## src/rtl/dma_pkg.sv

```systemverilog
package dma_pkg;

  typedef enum logic [1:0] {
    ST_IDLE     = 2'd0,
    ST_REQUEST  = 2'd1,
    ST_TRANSFER = 2'd2,
    ST_RELEASE  = 2'd3
  } dma_state_t;

  localparam logic [1:0] SEL_ADDR  = 2'd0;
  localparam logic [1:0] SEL_COUNT = 2'd1;
  localparam logic [1:0] SEL_GO    = 2'd2;

endpackage

```

## src/rtl/dma_cfg_regs.sv

```systemverilog
module dma_cfg_regs #(
  parameter int AW    = 16,
  parameter int CW    = 16,
  parameter int CFG_W = 32
) (
  input  logic             clk,
  input  logic             rst_n,
  input  logic             cfg_we,
  input  logic [1:0]       cfg_sel,
  input  logic [CFG_W-1:0] cfg_wdata,
  input  logic             busy,
  output logic [AW-1:0]    start_addr,
  output logic [CW-1:0]    word_cnt,
  output logic             go
);
  import dma_pkg::*;

  logic wr_ok;
  assign wr_ok = cfg_we && !busy;
  assign go    = wr_ok && (cfg_sel == SEL_GO);

  always_ff @(posedge clk or negedge rst_n) begin
    if (!rst_n) begin
      start_addr <= '0;
      word_cnt   <= '0;
    end else if (wr_ok) begin
      if (cfg_sel == SEL_ADDR)  start_addr <= cfg_wdata[AW-1:0];
      if (cfg_sel == SEL_COUNT) word_cnt   <= cfg_wdata[CW-1:0];
    end
  end
endmodule

```

## src/rtl/dma_ctrl_fsm.sv

```systemverilog
module dma_ctrl_fsm (
  input  logic               clk,
  input  logic               rst_n,
  input  logic               go,
  input  logic               cnt_zero,
  input  logic               bus_ack,
  input  logic               last_wr,
  output dma_pkg::dma_state_t state,
  output logic               load,
  output logic               bus_req,
  output logic               in_xfer,
  output logic               busy,
  output logic               done
);
  import dma_pkg::*;

  dma_state_t nxt;

  always_comb begin
    nxt = state;
    unique case (state)
      ST_IDLE:     if (go) nxt = cnt_zero ? ST_RELEASE : ST_REQUEST;
      ST_REQUEST:  if (bus_ack) nxt = ST_TRANSFER;
      ST_TRANSFER: if (last_wr) nxt = ST_RELEASE;
      ST_RELEASE:  nxt = ST_IDLE;
      default:     nxt = ST_IDLE;
    endcase
  end

  always_ff @(posedge clk or negedge rst_n) begin
    if (!rst_n) state <= ST_IDLE;
    else        state <= nxt;
  end

  assign load    = go && (state == ST_IDLE) && !cnt_zero;
  assign bus_req = (state == ST_REQUEST) || (state == ST_TRANSFER);
  assign in_xfer = (state == ST_TRANSFER);
  assign busy    = (state != ST_IDLE);
  assign done    = (state == ST_RELEASE);
endmodule

```

## src/rtl/dma_datapath.sv

```systemverilog
module dma_datapath #(
  parameter int AW = 16,
  parameter int CW = 16,
  parameter int DW = 32
) (
  input  logic          clk,
  input  logic          rst_n,
  input  logic          load,
  input  logic [AW-1:0] start_addr,
  input  logic [CW-1:0] word_cnt,
  input  logic          in_xfer,
  input  logic [DW-1:0] mem_rdata,
  output logic          mem_rd_en,
  output logic [AW-1:0] mem_addr,
  output logic          dev_wr_en,
  output logic [DW-1:0] dev_wdata,
  output logic          wc_tick,
  output logic          last_wr
);
  localparam logic [AW-1:0] ADDR_STEP = AW'(1);
  localparam logic [CW-1:0] CNT_ONE   = CW'(1);

  function automatic logic [AW-1:0] addr_next(input logic [AW-1:0] a);
    return a + ADDR_STEP;
  endfunction

  function automatic logic [CW-1:0] cnt_dec(input logic [CW-1:0] c);
    return c - CNT_ONE;
  endfunction

  logic [AW-1:0] cur_addr;
  logic [CW-1:0] rd_left;
  logic [CW-1:0] wc_left;
  logic          rvalid_q;
  logic          wr_q;
  logic [DW-1:0] data_q;

  assign mem_rd_en = in_xfer && (rd_left != '0);
  assign mem_addr  = cur_addr;
  assign dev_wr_en = wr_q;
  assign dev_wdata = data_q;
  assign wc_tick   = wr_q;
  assign last_wr   = wc_tick && (wc_left == CNT_ONE);

  always_ff @(posedge clk or negedge rst_n) begin
    if (!rst_n) begin
      cur_addr <= '0;
      rd_left  <= '0;
    end else if (load) begin
      cur_addr <= start_addr;
      rd_left  <= word_cnt;
    end else if (mem_rd_en) begin
      cur_addr <= addr_next(cur_addr);
      rd_left  <= cnt_dec(rd_left);
    end
  end

  always_ff @(posedge clk or negedge rst_n) begin
    if (!rst_n)       wc_left <= '0;
    else if (load)    wc_left <= word_cnt;
    else if (wc_tick) wc_left <= cnt_dec(wc_left);
  end

  always_ff @(posedge clk or negedge rst_n) begin
    if (!rst_n) begin
      rvalid_q <= 1'b0;
      wr_q     <= 1'b0;
      data_q   <= '0;
    end else begin
      rvalid_q <= mem_rd_en;
      wr_q     <= rvalid_q;
      if (rvalid_q) data_q <= mem_rdata;
    end
  end
endmodule

```

## src/rtl/dma_block_xfer.sv

```systemverilog
module dma_block_xfer #(
  parameter int AW    = 16,
  parameter int CW    = 16,
  parameter int DW    = 32,
  parameter int CFG_W = 32
) (
  input  logic             clk,
  input  logic             rst_n,
  input  logic             cfg_we,
  input  logic [1:0]       cfg_sel,
  input  logic [CFG_W-1:0] cfg_wdata,
  output logic             bus_req,
  input  logic             bus_ack,
  output logic             mem_rd_en,
  output logic [AW-1:0]    mem_addr,
  input  logic [DW-1:0]    mem_rdata,
  output logic             dev_wr_en,
  output logic [DW-1:0]    dev_wdata,
  output logic             busy,
  output logic             done
);
  logic [AW-1:0] start_addr;
  logic [CW-1:0] word_cnt;
  logic          go;
  logic          cnt_zero;
  logic          go_zero;
  logic          load;
  logic          in_xfer;
  logic          wc_tick;
  logic          last_wr;
  dma_pkg::dma_state_t state;

  assign cnt_zero = (word_cnt == '0);
  assign go_zero  = go && cnt_zero;

  dma_cfg_regs #(.AW(AW), .CW(CW), .CFG_W(CFG_W)) u_regs (
    .clk(clk), .rst_n(rst_n), .cfg_we(cfg_we), .cfg_sel(cfg_sel),
    .cfg_wdata(cfg_wdata), .busy(busy), .start_addr(start_addr),
    .word_cnt(word_cnt), .go(go)
  );

  dma_ctrl_fsm u_fsm (
    .clk(clk), .rst_n(rst_n), .go(go), .cnt_zero(cnt_zero),
    .bus_ack(bus_ack), .last_wr(last_wr), .state(state), .load(load),
    .bus_req(bus_req), .in_xfer(in_xfer), .busy(busy), .done(done)
  );

  dma_datapath #(.AW(AW), .CW(CW), .DW(DW)) u_dp (
    .clk(clk), .rst_n(rst_n), .load(load), .start_addr(start_addr),
    .word_cnt(word_cnt), .in_xfer(in_xfer), .mem_rdata(mem_rdata),
    .mem_rd_en(mem_rd_en), .mem_addr(mem_addr), .dev_wr_en(dev_wr_en),
    .dev_wdata(dev_wdata), .wc_tick(wc_tick), .last_wr(last_wr)
  );
endmodule

```

## config.mk

```make
export PLATFORM = sky130hd
export DESIGN_NAME = dma_block_xfer
export DESIGN_NICKNAME = d
export VERILOG_FILES = /design/src/rtl/dma_pkg.sv /design/src/rtl/dma_cfg_regs.sv /design/src/rtl/dma_ctrl_fsm.sv /design/src/rtl/dma_datapath.sv /design/src/rtl/dma_block_xfer.sv
export SDC_FILE = /design/constraint.sdc
export NUM_CORES = 1
export LEC_CHECK = 0
export BUFFER_PORTS_ARGS = -buffer_cell sky130_fd_sc_hd__buf_2
export CAP_MARGIN = 10
export CELL_PAD_IN_SITES_DETAIL_PLACEMENT = 0
export CELL_PAD_IN_SITES_GLOBAL_PLACEMENT = 1
export CORE_ASPECT_RATIO = 1.2
export CORE_MARGIN = 2
export CORE_UTILIZATION = 45
export CTS_BUF_LIST = sky130_fd_sc_hd__clkbuf_8
export CTS_CLUSTER_DIAMETER = 150
export CTS_CLUSTER_SIZE = 24
export DETAILED_ROUTE_END_ITERATION = 12
export PLACE_DENSITY = 0.85
export SYNTH_ARGS = -nofsm -noshare
export SYNTH_HDL_FRONTEND = slang
export SYNTH_HIERARCHICAL = 1
export SYNTH_SLANG_ARGS = --single-unit
```

## constraint.sdc

```tcl
create_clock -name clk -period 2.9 [get_ports clk]
set_input_delay 0.145 -clock clk [delete_from_list [all_inputs] [get_ports clk]]
set_output_delay 0.145 -clock clk [all_outputs]
set_load 0.01 [all_outputs]
```

**Word level (Yosys, flattened, before mapping)**

Index checks and enable logic that the tools add are counted.

- Shift operators: 0
- Div/mod/pow operators: 0
- Bitwise gates (word level): 0
- Equal/unequal tests: 9
- Magnitude comparators: 0
- Muxes and demuxes: 11
- Add/subtract/negate cells: 3
- Multipliers: 0
- Reductions and logical operators: 19

Operators with widths:

| kind | count |
|---|---|
| $mux W16 | 6 |
| $sub A16 B1 Y16 const B | 2 |
| $add A16 B1 Y16 const B | 1 |
| $eq A16 B1 Y1 const B | 1 |
| $logic_not A16 Y1 | 1 |
| $reduce_bool A16 Y1 | 1 |
| $mux W2 | 4 |
| $pmux W2 S4 | 1 |
| $eq A2 B2 Y1 const B | 3 |
| $logic_and A1 B1 Y1 | 6 |
| $reduce_bool A2 Y1 | 3 |
| $eq A2 B1 Y1 const B | 2 |
| $logic_not A2 Y1 | 2 |
| $ne A2 B2 Y1 const B | 2 |
| $reduce_and A2 Y1 | 2 |
| $reduce_and A3 Y1 | 1 |
| $logic_not A1 Y1 | 2 |
| $ne A2 B1 Y1 const B | 1 |
| $logic_or A1 B1 Y1 | 1 |

- ROM bits: 0
- Word-level logic and storage cells: 51
- Input port bits: 70
- Output and inout bits: 53
- Memories kept: 0
- RAM bits: 0
- Bits in latches: 0
- Bits in registers: 116

**Longest topological paths before layout**

- Depth after elaboration: 7
- Gate-level depth with buffers: 11
- Depth with buffers taken out: 9

**By module**

Netlist, hierarchy kept.

Modules (own cells, without submodules):

| module | cells each | area each (µm²) | sequential area each (µm²) | times used |
|---|---|---|---|---|
| dma_datapath | 352 | 4031.4 | 2052.0 | 1 |
| dma_cfg_regs | 70 | 1247.4 | 800.8 | 1 |
| dma_ctrl_fsm | 19 | 183.9 | 50.0 | 1 |
| dma_block_xfer | 5 | 33.8 | 0.0 | 1 |

**Worst setup path after synthesis**

Ideal clock, no wire load.

- Kind: reg2reg
- Start: reg u_fsm.state[0]
- End: reg u_dp.rd_left[12]
- Data arrival time: 2.301 ns
- Required time: 2.759 ns
- Buffers on the path: 3
- Stages on the path, launching flop included: 12
- Setup slack: 0.458 ns
- Library setup time: 0.141 ns
- Clock period less this slack: 2.442 ns
- Path through: dfrtp_1 -> inv_1 -> ha_1 -> inv_1 -> and4bb_2 -> inv_1 -> nor3_1 -> inv_1 -> clkbuf_1 -> clkbuf_1 -> clkbuf_1 -> a31oi_1

- Word-level cells in the longest chain between the ends: 7
- Elaborated cells on any way between the ends: 11
- Classes of those cells: eq/ne: 1; mux: 1; reduce/logical: 9

Ends and longest elaborated chain:

| what | RTL line | RTL |
|---|---|---|
| start: declaration | dma_ctrl_fsm.sv:8 | `output dma_pkg::dma_state_t state,` |
| start signal: assignment | dma_ctrl_fsm.sv:32 | `else state <= nxt;` |
| $reduce_bool A2 Y1 (*) | dma_ctrl_fsm.sv:38 | `assign busy = (state != ST_IDLE);` |
| net busy | dma_block_xfer.sv:19 | `output logic busy,` |
| $logic_not A1 Y1 (*) | dma_cfg_regs.sv:19 | `assign wr_ok = cfg_we && !busy;` |
| $logic_and A1 B1 Y1 (*) | dma_cfg_regs.sv:19 |  |
| $logic_and A1 B1 Y1 (*) | dma_cfg_regs.sv:20 | `assign go = wr_ok && (cfg_sel == SEL_GO);` |
| net go | dma_block_xfer.sv:24 | `logic go;` |
| $logic_and A1 B1 Y1 (*) (2 in a row) | dma_ctrl_fsm.sv:35 | `assign load = go && (state == ST_IDLE) && !cnt_zero;` |
| net load | dma_block_xfer.sv:27 | `logic load;` |
| $mux W16 / $reduce_bool A2 Y1 (equally long branches) | -- |  |
| end signal: assignment | dma_datapath.sv:51 | `rd_left <= word_cnt;` |
| end signal: assignment | dma_datapath.sv:54 | `rd_left <= cnt_dec(rd_left);` |
| end: declaration | dma_datapath.sv:32 | `logic [CW-1:0] rd_left;` |

The timed path passes the listed nets; every way through them passes the cells marked *.
A chain may end at the register's enable or synchronous reset.

**Final worst setup path**

- Start: reg u_dp.rd_left[4]
- End: out mem_rd_en

- Word-level cells in the longest chain between the ends: 2

Ends and longest elaborated chain:

| what | RTL line | RTL |
|---|---|---|
| $reduce_bool A16 Y1 | dma_datapath.sv:38 | `assign mem_rd_en = in_xfer && (rd_left != '0);` |
| $logic_and A1 B1 Y1 | dma_datapath.sv:38 |  |
| end: declaration | dma_block_xfer.sv:14 | `output logic mem_rd_en,` |

Every way passes these cells.

==> impl_metrics.json <==
{
  "synth.cell_area_um2": 5489,
  "report.final.slew_viol_count": 0,
  "antenna_cells": 0,
  "cts_inserted_buffers": 17,
  "drtIter0Drc": 290,
  "seqPwrFrac": 0.443,
  "rows": 44,
  "peakVddDrop_uv": 567.4,
  "cts_tree": "done",
  "grt_overflow": 0,
  "worstMarginPinSlew_ns": 0.9602,
  "worstSetupEndpointType": "primary output",
  "setup_viol": 0,
  "cp_slowest_cell": "or4_4",
  "setup_tns_ns": 0,
  "p_sw_frac": 0.3626,
  "fp.dieW_um": 104.8,
  "power.share.clock": 0.217,
  "firstDrtPassIters": 4,
  "crit_path_max_fanout": 18,
  "ant_nets": 0,
  "clock-sinks": 116,
  "regToRegSetupSlack_ns": 0.49,
  "comb_power_share": 0.340,
  "grt_pass1_vias": 4329,
  "start_kind": "flip-flop",
  "cts-root-buf": "clkbuf_8",
  "synth_warnings": 6,
  "p_per_area_nw_per_um2": 993.3,
  "routed_wl_um": 13210,
  "die_h_um": 125.0,
  "intPower_mw": 4.483,
  "max_slew_margin": 0.3598,
  "layout-drive-gt1-share": 0.3984,
  "critPathArrivalTime_ns": 2.51,
  "cts.path.max_buffers": 2,
  "initial_core_util": 0.4574,
  "path_cells": "or4_4 > or2_1 > o21a_1 > buf_2",
  "layout.cells.non_filler": 781,
  "pin_count": 123,
  "rsz0062_at_grt": "no",
  "vias": 4081,
  "clock.fmax_mhz": 376.8,
  "crit_required_ns": 2.76,
  "htree_levels": 4,
  "finalHoldViolations": 0,
  "synth_nets": 524,
  "dp.final_hpwl_um": 8746,
  "skew_ns": 0.007480,
  "vias_per_cell": 5.225,
  "synthToLayoutAreaGrowth_pct": 28.99,
  "cp_slowest_stage_delay_ns": 0.56,
  "path_clk_slew_ns": 0.08,
  "avgSynthCellArea_um2": 12.33,
  "io_buffers": 106,
  "hp-class": "in -> reg",
  "grt_max_degree": 76,
  "placedCellCount": 700,
  "die_area_um2": 13100,
  "holdWs_ns": 0.1410,
  "core_um2": 12000,
  "cap_violations": 0,
  "layout.nets": 686,
  "placed_area_um2": 6186,
  "routedWlPerCell_um": 16.91,
  "syn-instance-count": 445,
  "period_minus_slack_ns": 2.654,
  "p_sw_mw": 2.550,
  "gp_congestion": 0.8387,
  "critPathKind": "reg -> out",
  "grt_pass1_wl_um": 21750,
  "status": "finished clean",
  "utilization": 0.5900,
  "track_usage": 0.2121,
  "p_leak_nw": 3.140,
  "clk_latency_ns": 0.44,
  "fin_area_um2": 7081,
  "min_period_over_period": 0.9150,
  "drc": 0,
  "grt_antenna_before_repair": 0
}
[cell usage in the layout, fill, tap and decap left out, drive strengths merged, types with 7 or more instances in the layout]
master       count
dfrtp          116
buf            115
mux2            89
dlygate4sd3     49
nand2           24
nor2            21
inv             20
xor2            19
xnor2           18
clkbuf          17
o21ai           17
nor3            12
nor4             9
nand3            9
ha               9
a21oi            8
a31oi            7
o2111ai          7
[critical path, delay by kind of cell (launching register included)]
family / cells / cell delay (ns)
AO/OA/AOI/OAI: 1 / 0.40
buffers and inverters: 1 / 0.20
flip-flops: 1 / 0.41
AND/OR/NAND/NOR: 2 / 1.05
[per-layer routing]
| layer | part of all wire | global-route usage |
|---|---|---|
| met2 | 0.51 | 0.3636 |
| met5 | 0 | 0 |
| met4 | 0.027 | 0.08392 |
| met3 | 0.049 | 0.06100 |
| met1 | 0.41 | 0.2510 |
[registers in the layout, indices dropped and copies added, names as in the netlist]
| name | count |
|---|---|
| u_dp/rvalid_q | 1 |
| u_fsm/state | 2 |
| u_regs/word_cnt | 16 |
| u_regs/start_addr | 16 |
| u_dp/wc_left | 16 |
| u_dp/rd_left | 16 |
| u_dp/dev_wdata | 32 |
| u_dp/dev_wr_en | 1 |
| u_dp/mem_addr | 16 |
[stage by stage]
stage	setup slack, ns	power [mW]
global route	0.1642	7.458
finish	0.2464	7.033
floorplan	0.4578	4.563
detailed placement	0.5336	5.456
CTS	0.2401	7.051
global placement	0.5630	5.339
[timing repair]
item | CTS | global route
hold buffers | 49 | 0
endpoints found under the setup margin | 0 | 0
gates resized for setup | 0 | 0
hold endpoints to repair | 138 | 0
buffers inserted | 0 | 0
[worst paths after layout]
check | endpoint | cells after the start | start
setup reg to reg | u_dp/mem_addr[15]$_DFFE_PN0P_ | 5 | u_dp/rd_left[4]$_DFFE_PN0P_
hold reg to reg | u_dp/mem_addr[4]$_DFFE_PN0P_ | 2 | u_regs/start_addr[4]$_DFFE_PN0P_
min in group asynchronous | u_fsm/state[0]$_DFFE_PN0P_ | 2 | rst_n
max in group asynchronous | u_dp/rd_left[7]$_DFFE_PN0P_ | 3 | rst_n
hold / removal | u_fsm/state[0]$_DFFE_PN0P_ | 4 | bus_ack
setup / recovery | mem_rd_en | 4 | u_dp/rd_left[4]$_DFFE_PN0P_
[cell type report]
| class | instances | area (um^2) |
|---|---|---|
| Tap cell | 161 | 201.4 |
| Inverter | 13 | 48.80 |
| Clock buffer | 17 | 234.0 |
| Clock inverter | 15 | 170.2 |
| Timing Repair Buffer | 164 | 1104 |
| Sequential cell | 116 | 2903 |
| Multi-Input combinational cell | 295 | 2420 |
| Fill cell | 1019 | 4921 |
[power by group through the flow]
| stage | Combinational [mW] | Clock [mW] | Sequential (mW) |
|---|---|---|---|
| 5_1_grt | 2.61 | 1.63 | 3.22 |
| 4_1_cts | 2.39 | 1.55 | 3.11 |
| 6_report | 2.39 | 1.53 | 3.12 |
| 3_3_place_gp | 2.25 | 0 | 3.09 |
| 3_5_place_dp | 2.33 | 0 | 3.12 |
| 2_1_floorplan | 1.48 | 0 | 3.08 |
Power figures use the tool's default switching activity.
